===== src/rtl/pexe_pkg.sv =====
package pexe_pkg;
  typedef enum logic [3:0] {
    CC_ZSET = 4'd0, CC_ZCLR, CC_CSET, CC_CCLR, CC_NSET, CC_NCLR,
    CC_VSET, CC_VCLR, CC_UGT, CC_ULE, CC_SGE, CC_SLT, CC_SGT, CC_SLE,
    CC_ALWAYS, CC_NEVER
  } cond_e;

  typedef struct packed {
    logic n;
    logic z;
    logic c;
    logic v;
  } flags_t;
endpackage


===== src/rtl/pexe_cond_eval.sv =====
module pexe_cond_eval
  import pexe_pkg::*;
(
  input  logic [3:0] cond,
  input  flags_t     fl,
  output logic       pass
);
  cond_e code;
  assign code = cond_e'(cond);

  always_comb begin
    unique case (code)
      CC_ZSET:   pass = fl.z;
      CC_ZCLR:   pass = ~fl.z;
      CC_CSET:   pass = fl.c;
      CC_CCLR:   pass = ~fl.c;
      CC_NSET:   pass = fl.n;
      CC_NCLR:   pass = ~fl.n;
      CC_VSET:   pass = fl.v;
      CC_VCLR:   pass = ~fl.v;
      CC_UGT:    pass = fl.c & ~fl.z;
      CC_ULE:    pass = ~fl.c | fl.z;
      CC_SGE:    pass = ~(fl.n ^ fl.v);
      CC_SLT:    pass = fl.n ^ fl.v;
      CC_SGT:    pass = ~fl.z & ~(fl.n ^ fl.v);
      CC_SLE:    pass = fl.z | (fl.n ^ fl.v);
      CC_ALWAYS: pass = 1'b1;
      default:   pass = 1'b0;
    endcase
  end
endmodule


===== src/rtl/pexe_imm_rotator.sv =====
module pexe_imm_rotator #(
  parameter int DATA_W = 32,
  parameter int IMM_W  = 8,
  parameter int ROT_W  = 4
) (
  input  logic [IMM_W-1:0]  imm,
  input  logic [ROT_W-1:0]  rot,
  input  logic              c_in,
  output logic [DATA_W-1:0] value,
  output logic              carry
);
  localparam int AMT_W = $clog2(DATA_W);

  logic [DATA_W-1:0]   ext;
  logic [AMT_W-1:0]    amt;
  logic [2*DATA_W-1:0] dbl;

  assign ext = DATA_W'(imm);

  always_comb begin
    int a;
    a   = (int'(rot) * 2) % DATA_W;
    amt = AMT_W'(a);
  end

  assign dbl   = {ext, ext} >> amt;
  assign value = dbl[DATA_W-1:0];
  assign carry = (amt != '0) ? value[DATA_W-1] : c_in;
endmodule


===== src/rtl/pexe_flag_next.sv =====
module pexe_flag_next
  import pexe_pkg::*;
#(
  parameter int DATA_W = 32
) (
  input  logic [DATA_W-1:0] result,
  input  logic              carry,
  input  logic              ovf,
  input  logic [DATA_W-1:0] status,
  output logic [DATA_W-1:0] status_next
);
  flags_t nf;

  assign nf.n = result[DATA_W-1];
  assign nf.z = (result == '0);
  assign nf.c = carry;
  assign nf.v = ovf;

  assign status_next = {nf, status[DATA_W-5:0]};
endmodule


===== src/rtl/pred_exec_stage.sv =====
module pred_exec_stage
  import pexe_pkg::*;
#(
  parameter int DATA_W = 32,
  parameter int IMM_W  = 8,
  parameter int ROT_W  = 4,
  parameter int COND_W = 4
) (
  input  logic              clk,
  input  logic              rst,
  input  logic              in_valid,
  input  logic [COND_W-1:0] in_cond,
  input  logic [IMM_W-1:0]  in_imm8,
  input  logic [ROT_W-1:0]  in_rot,
  input  logic              in_set_flags,
  input  logic              in_wr_en,
  input  logic              in_fault,
  input  logic [DATA_W-1:0] alu_result,
  input  logic              alu_carry,
  input  logic              alu_ovf,
  output logic              commit_o,
  output logic              wb_en_o,
  output logic [DATA_W-1:0] wb_data_o,
  output logic              fault_o,
  output logic [DATA_W-1:0] imm_o,
  output logic              imm_carry_o,
  output logic [DATA_W-1:0] status_o
);
  localparam int FLAG_HI = DATA_W - 1;
  localparam int FLAG_LO = DATA_W - 4;

  logic [DATA_W-1:0] status_q, status_nx;
  flags_t            cur_fl;
  logic              pass, exec_ok;
  logic [DATA_W-1:0] imm_val;
  logic              imm_cy;

  assign cur_fl = flags_t'(status_q[FLAG_HI:FLAG_LO]);

  pexe_cond_eval u_cond (
    .cond (in_cond),
    .fl   (cur_fl),
    .pass (pass)
  );

  pexe_imm_rotator #(.DATA_W(DATA_W), .IMM_W(IMM_W), .ROT_W(ROT_W)) u_rot (
    .imm   (in_imm8),
    .rot   (in_rot),
    .c_in  (cur_fl.c),
    .value (imm_val),
    .carry (imm_cy)
  );

  pexe_flag_next #(.DATA_W(DATA_W)) u_fn (
    .result      (alu_result),
    .carry       (alu_carry),
    .ovf         (alu_ovf),
    .status      (status_q),
    .status_next (status_nx)
  );

  assign exec_ok = in_valid & pass & ~in_fault;

  always_ff @(posedge clk) begin
    if (rst) begin
      status_q    <= '0;
      commit_o    <= 1'b0;
      wb_en_o     <= 1'b0;
      fault_o     <= 1'b0;
      wb_data_o   <= '0;
      imm_o       <= '0;
      imm_carry_o <= 1'b0;
    end else begin
      commit_o <= exec_ok;
      wb_en_o  <= exec_ok & in_wr_en;
      fault_o  <= in_valid & pass & in_fault;
      if (in_valid) begin
        wb_data_o   <= alu_result;
        imm_o       <= imm_val;
        imm_carry_o <= imm_cy;
      end
      if (exec_ok && in_set_flags)
        status_q <= status_nx;
    end
  end

  assign status_o = status_q;
endmodule


===== config.mk =====
export PLATFORM = sky130hd
export DESIGN_NAME = pred_exec_stage
export DESIGN_NICKNAME = d
export VERILOG_FILES = /design/src/rtl/pexe_pkg.sv /design/src/rtl/pexe_cond_eval.sv /design/src/rtl/pexe_imm_rotator.sv /design/src/rtl/pexe_flag_next.sv /design/src/rtl/pred_exec_stage.sv
export SDC_FILE = /design/constraint.sdc
export NUM_CORES = 1
export LEC_CHECK = 0
export ABC_AREA = 1
export CAP_MARGIN = 20
export CELL_PAD_IN_SITES_DETAIL_PLACEMENT = 2
export CELL_PAD_IN_SITES_GLOBAL_PLACEMENT = 2
export CORE_MARGIN = 1
export CORE_UTILIZATION = 27
export CTS_BUF_LIST = sky130_fd_sc_hd__clkbuf_2
export CTS_CLUSTER_SIZE = 10
export DETAILED_ROUTE_END_ITERATION = 12
export GPL_TIMING_DRIVEN = 0
export HOLD_SLACK_MARGIN = 0.12
export MAX_ROUTING_LAYER = met4
export PLACE_DENSITY_LB_ADDON = 0.1
export SLEW_MARGIN = 20
export SYNTH_ARGS = -nofsm -noshare
export SYNTH_HDL_FRONTEND = slang
export SYNTH_HIERARCHICAL = 1
export SYNTH_SLANG_ARGS = --single-unit

===== constraint.sdc =====
create_clock -name clk -period 4.57 [get_ports clk]
set_clock_uncertainty 0.15 [all_clocks]
set_input_delay 0.6855 -clock clk [delete_from_list [all_inputs] [get_ports clk]]
set_output_delay 0.6855 -clock clk [all_outputs]
set_load 0.02 [all_outputs]

# Word level (Yosys, flattened, before mapping)
# Index checks and enable logic that the tools add are counted.
[word_totals]
register_bits = 72
latch_bits = 0
ram_bits = 0
mem_bits_ro = 0
in_bits = 56
output_inout_bits = 100
n_memories = 0
[classes]
n_addsub = 0
n_mul = 0
div_mod_pow = 0
magnitude_cmp = 0
eq_ne = 14
shifts = 1
n_mux = 2
n_bitwise = 15
reduce_logical = 4
[op_table]
columns = ["operator", "n"]
rows = [
  ["40-bit by 5-bit >> shifter with 32-bit output", 1],
  ["32-bit logical NOT", 1],
  ["4-bit equality test, second input constant", 7],
  ["4-bit by 3-bit equality test with 1-bit output, second input constant", 4],
  ["1-bit one-hot mux with 15 select lines", 1],
  ["4-bit by 2-bit equality test with 1-bit output, second input constant", 2],
  ["1-bit AND", 6],
  ["1-bit NOT", 6],
  ["5-bit nonzero test", 1],
  ["4-bit by 1-bit equality test with 1-bit output, second input constant", 1],
  ["4-bit logical NOT", 1],
  ["1-bit OR", 2],
  ["1-bit logical AND", 1],
  ["1-bit 2-to-1 mux", 1],
  ["1-bit bitwise XOR", 1],
]

# Depth between registers and ports, before layout
# Gate-level depths: netlist of run 1.
[logic_depth]
ltp_word = 7
mapped_depth = 14
mapped_depth_nobuf = 13

# Hierarchy
# Netlist of run 1, hierarchy kept.
[by_module_without_submodules]
columns = ["module", "instances", "cells_per_inst", "area_per_inst_um2", "seq_area_each_um2"]
rows = [
  ["pred_exec_stage", 1, 563, 3982.6, 2001.9],
  ["pexe_imm_rotator", 1, 124, 646.9, 0.0],
  ["pexe_flag_next", 1, 62, 349.1, 0.0],
  ["pexe_cond_eval", 1, 55, 229.0, 0.0],
]

# Least setup slack after synthesis of run 1
# OpenSTA, ideal clock, no wires.
[synth_timing]
path_type = "input to register"
from = "input in_cond[1]"
to = "register, netlist name status_o[22]"
setup_time_ns = 0.110
arrival_time_ns = 1.744
required_ns = 4.310
setup_slack_ns = 2.567
stages = 13
path_buffers = 1
path_cell_list = "nor2_1 -> nand2_1 -> nor2_1 -> nand2_1 -> nand2_2 -> nor2_1 -> nand2_1 -> nand2_4 -> nor2_8 -> buf_6 -> nand3_1 -> nand2_1 -> nor2_1"
[synth_rtl]
columns = ["item", "line", "source"]
rows = [
  ["start: declaration", "pred_exec_stage.sv:12", "input logic [COND_W-1:0] in_cond,"],
]

# Worst setup path after layout of run 1
[layout_timing]
from = "register status_q[29], in the netlist status_o[29]"
to = "output status_o[29]"
[layout_rtl]
columns = ["item", "line", "source"]
rows = [
  ["start: declaration", "pred_exec_stage.sv:32", "logic [DATA_W-1:0] status_q, status_nx;"],
  ["start signal: assignment", "pred_exec_stage.sv:83", "status_q <= status_nx;"],
  ["end: declaration", "pred_exec_stage.sv:27", "output logic [DATA_W-1:0] status_o"],
]
# No word-level cell between the ends.

==> results of run 1 <==
## cell type report
class	instances	area [um^2]	share of cell area
diodes	2	5.00	0.000697
inverters	117	439	0.0612
plain buffers	73	482	0.0671
clock inverters	7	83.8	0.0117
clock buffers	9	45.0	0.00628
flip-flops and latches	100	2000	0.279
multi-input cells	514	2280	0.318
repair buffers	151	1510	0.211
well taps	260	325	0.0453
## cell families after synthesis
group | Yosys count | share of synthesized area
flops | 100 | 0.384
buf+inv | 190 | 0.177
simple gates | 420 | 0.343
compound gates | 94 | 0.0954
## path summary, 6_finish.rpt
check                start       endpoint  slack (ps)  cells after the start
max           status_o[29]   status_o[29]        1870                      1
min               in_valid       commit_o         240                      3
max reg2reg   status_o[29]   status_o[18]        2520                     13
min reg2reg  wb_data_o[28]  wb_data_o[28]         390                      2
## cell usage after synthesis, drive strengths merged
master / count / area [um^2]
nand2: 136 / 551
nand4: 10 / 77.6
a21oi: 12 / 60.1
clkbuf: 17 / 65.1
nand3b: 1 / 7.51
buf: 56 / 417
nand3: 60 / 320
nor3: 3 / 15.0
nor2: 210 / 817
o211ai: 2 / 25.0
clkinv: 2 / 7.51
inv: 115 / 432
o21ai: 80 / 412
dfxtp: 100 / 2000
## per-stage QoR
step           hold WS, ps  setup slack, ps  utilization  cells
3_5_place_dp           335             1660        0.374   1215
3_3_place_gp           328             1710        0.374   1215
4_1_cts                176             1790        0.381   1231
5_1_grt                185             1770        0.381   1233
2_1_floorplan          440             2570            -    804
6_report               241             1870        0.381   1233
## state kept, by name, summed over array words and instances, names as in the netlist
register and cells:
commit_o 1, fault_o 1, imm_carry_o 1, imm_o 32, status_o 32, wb_data_o 32, wb_en_o 1
## power by group
group / switching (W) / internal [W]
Combinational: 0.000273 / 0.000212
Sequential: 0.0000314 / 0.000926
Clock: 0.000341 / 0.000136
Total: 0.000646 / 0.00127
## metal layers
layer  GRT usage  wire [um]  up-vias
met5           -          0        -
met4      0.0498        215        0
met3      0.0408        917       17
met2       0.328       8790      108
met1       0.231       8250     2588
li1            -          -     2753
==> run summary, run 1 <==
status = complete, no violations
TritonCTS buffer count = 9
leakage = 3.12 nW
via count of the first global-routing pass = 5703
dpl cell area = 0.00704 mm^2
Final setup violation count = 0
number of top-level pins = 156
antenna violations before repair = 1
endpoint class of the critical path = output pin
First-pass DRT Iterations = 4
Post-DP HPWL = 14200 um
Total Negative Setup Slacks = 0 ps
RSZ-0062 raised after global routing = no
total die area = 0.0198 mm^2
commonest cells after routing, fill and taps aside = 206 x sky130_fd_sc_hd__nor2_1, 151 x sky130_fd_sc_hd__clkdlybuf4s50_1, 128 x sky130_fd_sc_hd__nand2_1, 110 x sky130_fd_sc_hd__inv_1, 100 x sky130_fd_sc_hd__dfxtp_1
commonest non-fill, non-tap cell in the layout = sky130_fd_sc_hd__nor2_1
buffer levels on the longest clock path = 2
sink count of the clock tree = 100
count of input and output buffers = 151
Routed WL = 18200 um
initial standard-cell utilization of the core = 0.277
post-detailed-route via-to-cell ratio = 4.43
area of the mapped netlist = 0.00521 mm^2
number of warnings printed during yosys synthesis = 6
synthesized flop and latch total = 100
final critical-path share of the clock period = 0.590
Crit path buffers/inverters = 1
synthesized net count = 860
Core Footprint = 0.0188 mm^2
cell family contributing the most delay on the critical path = buffers and inverters
Peak VDD IR = 0.121 mV
number of resized instances in the post-cts repair step = 0
synth unique cells = 27
remaining max-slew budget at the tightest pin = 0.658
Site Rows = 50
TritonCTS clock tree = done
drt drc = 0
number of DRC markers in iteration 0 = 113
Root Buffer = sky130_fd_sc_hd__clkbuf_2
pwr dens = 267 mW/mm^2
H-tree Lvls = 3
CP Data Arrival Time = 1860 ps
post-route total power = 0.00192 W
number of filler cells placed in the layout = 2288
CP Data Required Time = 3730 ps
Skew-Pair Late Insertion Delay = 580 ps
routed length per instance = 14.7 um
post-route ant nets = 0
hold crit path type = primary input to register
highest clock frequency the design can meet = 371 MHz
crit path cell chain = clkdlybuf4s50_1
average footprint of a synthesized cell = 6.48 um^2
Final Wtd Congestion = 0.822
ratio of cells with drive above 1 in the final layout = 0.103
Worst path max stage delay = 680 ps
maximum number of pins on one net before global-route repair = 19
standard cell with the maximum stage delay on the critical path = sky130_fd_sc_hd__clkdlybuf4s50_1
total via count in the routed design = 5466
Die X-Extent = 141 um
Congestion Overflow GR = 0
y dimension of the die = 141 um
maximum net fanout on the critical path = 6
global-route wire length before repair = 29000 um
area overhead of the layout relative to synthesis = 37.8%
pins over their slew limit = 0
pin slew with the least headroom to its limit = 513 ps
Final Critical Period = 2700 ps
Post-CTS Setup Inserts = 0
total number of nets in the final design = 1022
worst setup path class = register to output pin
Post-CTS Hold Buffers = 0
area of all placed cells without fillers = 0.00718 mm^2
number of cells produced by synthesis = 804
max-cap viol count = 0
sequential cell area fraction in the yosys report = 0.384
Hold Vio Cnt, Final = 0
Setup crit start kind = register
clock-pin slew on the worst setup and hold paths = 280 ps
global-route usage over all layers = 0.193
No activity file was read; power rests on OpenSTA's default activity.
==> run 2: changes to the inputs <==
CORE_UTILIZATION = 25   (was 27)
clock period = 2.8 ns   (was 4.57 ns; I/O delays follow)
==> run summary, run 2 (synthesized netlist as in run 1, its figures left out) <==
Total Negative Setup Slacks = 0 ps (unchanged)
H-tree Lvls = 3 (unchanged)
area overhead of the layout relative to synthesis = 39.3% (was 37.8%)
Root Buffer = sky130_fd_sc_hd__clkbuf_2 (unchanged)
max-cap viol count = 0 (unchanged)
highest clock frequency the design can meet = 418 MHz
TritonCTS buffer count = 9 (unchanged)
CP Data Required Time = 2230 ps (was 3730 ps)
routed length per instance = 14.5 um (was 14.7 um)
number of cell instances on the worst register-to-register path = 14 (was 13)
crit path cell chain = clkdlybuf4s50_1 (unchanged)
status = complete, no violations (unchanged)
maximum net fanout on the critical path = 6 (unchanged)
TritonCTS clock tree = done (unchanged)
commonest cells after routing, fill and taps aside = 206 x sky130_fd_sc_hd__nor2_1, 151 x sky130_fd_sc_hd__clkdlybuf4s50_1, 128 x sky130_fd_sc_hd__nand2_1, 110 x sky130_fd_sc_hd__inv_1, 100 x sky130_fd_sc_hd__dfxtp_1 (unchanged)
Worst path max stage delay = 660 ps (was 680 ps)
Routed WL = 18200 um (about the same)
Crit path buffers/inverters = 1 (unchanged)
Final Wtd Congestion = 0.789 (was 0.822)
commonest non-fill, non-tap cell in the layout = sky130_fd_sc_hd__nor2_1 (unchanged)
y dimension of the die = 146 um (was 141 um)
total net switching power = 0.00105 W (was 0.000646 W)
placement-stage worst setup slack = 177 ps (was 1660 ps)
number of DRC markers in iteration 0 = 151 (was 113)
total number of nets in the final design = 1027 (was 1022)
standard cell with the maximum stage delay on the critical path = sky130_fd_sc_hd__clkdlybuf4s50_1 (unchanged)
switching share of total power = 0.326 (was 0.336)
ratio of cells with drive above 1 in the final layout = 0.102 (was 0.103)
Peak VDD IR = 0.166 mV (was 0.121 mV)
global-route wire length before repair = 29400 um (was 29000 um)
internal cell power = 0.00217 W (was 0.00127 W)
remaining max-slew budget at the tightest pin = 0.684 (was 0.658)
area of all placed cells without fillers = 0.00725 mm^2 (was 0.00718 mm^2)
global-route usage over all layers = 0.179 (was 0.193)
Setup crit start kind = register (unchanged)
drt drc = 0 (unchanged)
First-pass DRT Iterations = 4 (unchanged)
FF-to-FF setup slack = 780 ps (was 2520 ps)
number of filler cells placed in the layout = 2525 (was 2288)
final critical-path share of the clock period = 0.854
Site Rows = 52 (was 50)
pins over their slew limit = 0 (unchanged)
sequential fraction of design power = 0.485 (was 0.499)
Core Footprint = 0.0203 mm^2 (was 0.0188 mm^2)
Skew-Pair Late Insertion Delay = 610 ps (was 580 ps)
Hold Vio Cnt, Final = 0 (unchanged)
clock network fraction of total power = 0.268 (was 0.249)
count of input and output buffers = 151 (unchanged)
RSZ-0062 raised after global routing = no (unchanged)
pwr dens = 444 mW/mm^2 (was 267 mW/mm^2)
sink count of the clock tree = 100 (unchanged)
initial standard-cell utilization of the core = 0.257 (was 0.277)
maximum number of pins on one net before global-route repair = 17 (was 19)
total die area = 0.0214 mm^2 (was 0.0198 mm^2)
Final Critical Period = 2390 ps
pin slew with the least headroom to its limit = 474 ps (was 513 ps)
post-route ant nets = 0 (unchanged)
worst setup path class = register to output pin (unchanged)
hold-critical path depth = 3 (unchanged)
via count of the first global-routing pass = 5659 (was 5703)
Final setup violation count = 0 (unchanged)
Post-DP HPWL = 14100 um (was 14200 um)
buffer levels on the longest clock path = 2 (unchanged)
antenna violations before repair = 1 (unchanged)
endpoint class of the critical path = output pin (unchanged)
Congestion Overflow GR = 0 (unchanged)
dpl cell area = 0.00706 mm^2 (was 0.00704 mm^2)
post-detailed-route via-to-cell ratio = 4.31 (was 4.43)
CP Data Arrival Time = 1820 ps (was 1860 ps)
WP depth = 1 (unchanged)
cell family contributing the most delay on the critical path = buffers and inverters (unchanged)
total via count in the routed design = 5373 (was 5466)
share of power burned in combinational logic = 0.248 (was 0.253)
Die X-Extent = 146 um (was 141 um)
hold crit path type = primary input to register (unchanged)
worst setup slack after layout = 409 ps (was 1870 ps)
clock-pin slew on the worst setup and hold paths = 290 ps (was 280 ps)
leakage = 3.14 nW (was 3.12 nW)
number of top-level pins = 156 (unchanged)
run 2: changes by cell type in the layout (fill, tap and decap cells not counted):
cell                            previous run  this run
sky130_fd_sc_hd__dlygate4sd3_1             0         5
sky130_fd_sc_hd__clkbuf_2                 10        12
sky130_fd_sc_hd__clkinv_4                  3         1
sky130_fd_sc_hd__bufinv_16                 1         2
sky130_fd_sc_hd__inv_8                     1         0
run 2: path summary, 6_finish.rpt:
path,startpoint,to
setup / recovery,status_o[29],status_o[29]
hold reg to reg,wb_data_o[20],wb_data_o[20]
hold / removal,alu_result[23],wb_data_o[23]
setup reg to reg,status_o[28],status_o[29]
run 2: through the flow:
stage	instances	total power (W)	utilization	hold WS, ps
global route	1248	0.00343	0.357	133
global placement	1225	0.00238	0.348	328
CTS	1246	0.00330	0.357	137
finish	1248	0.00322	0.357	224
floorplan	804	0.00201	-	342
detailed placement	1225	0.00239	0.348	338
run 2: per-layer routing:
metal  track usage  routed length (um)
met2         0.280                8170
met5             -                   0
met4        0.0406                 153
met3        0.0513                1040
met1         0.228                8790
run 2: power groups by stage:
stage	registers, W	logic (W)	clock network [W]
floorplan	0.00168	0.000337	0
finish	0.00156	0.000798	0.000862
CTS	0.00156	0.000813	0.000922
global placement	0.00158	0.000794	0
global route	0.00158	0.000882	0.000974
detailed placement	0.00159	0.000802	0
run 2: timing repair:
item                                   CTS  global route
hold buffers                             5             0
resized for setup                        0             0
setup buffers                            0             0
endpoints found under the hold margin   62             0
run 2: cell type report:
cell class | instances | area [um^2] | share of cell area
Tap cell | 270 | 338 | 0.0466
Buffer | 73 | 482 | 0.0664
Inverter | 117 | 439 | 0.0606
Timing Repair Buffer | 156 | 1560 | 0.215
Clock inverter | 5 | 85.1 | 0.0117
Clock buffer | 11 | 55.1 | 0.00759
Sequential cell | 100 | 2000 | 0.276
Multi-Input combinational cell | 514 | 2280 | 0.315
Antenna cell | 2 | 5.00 | 0.000690
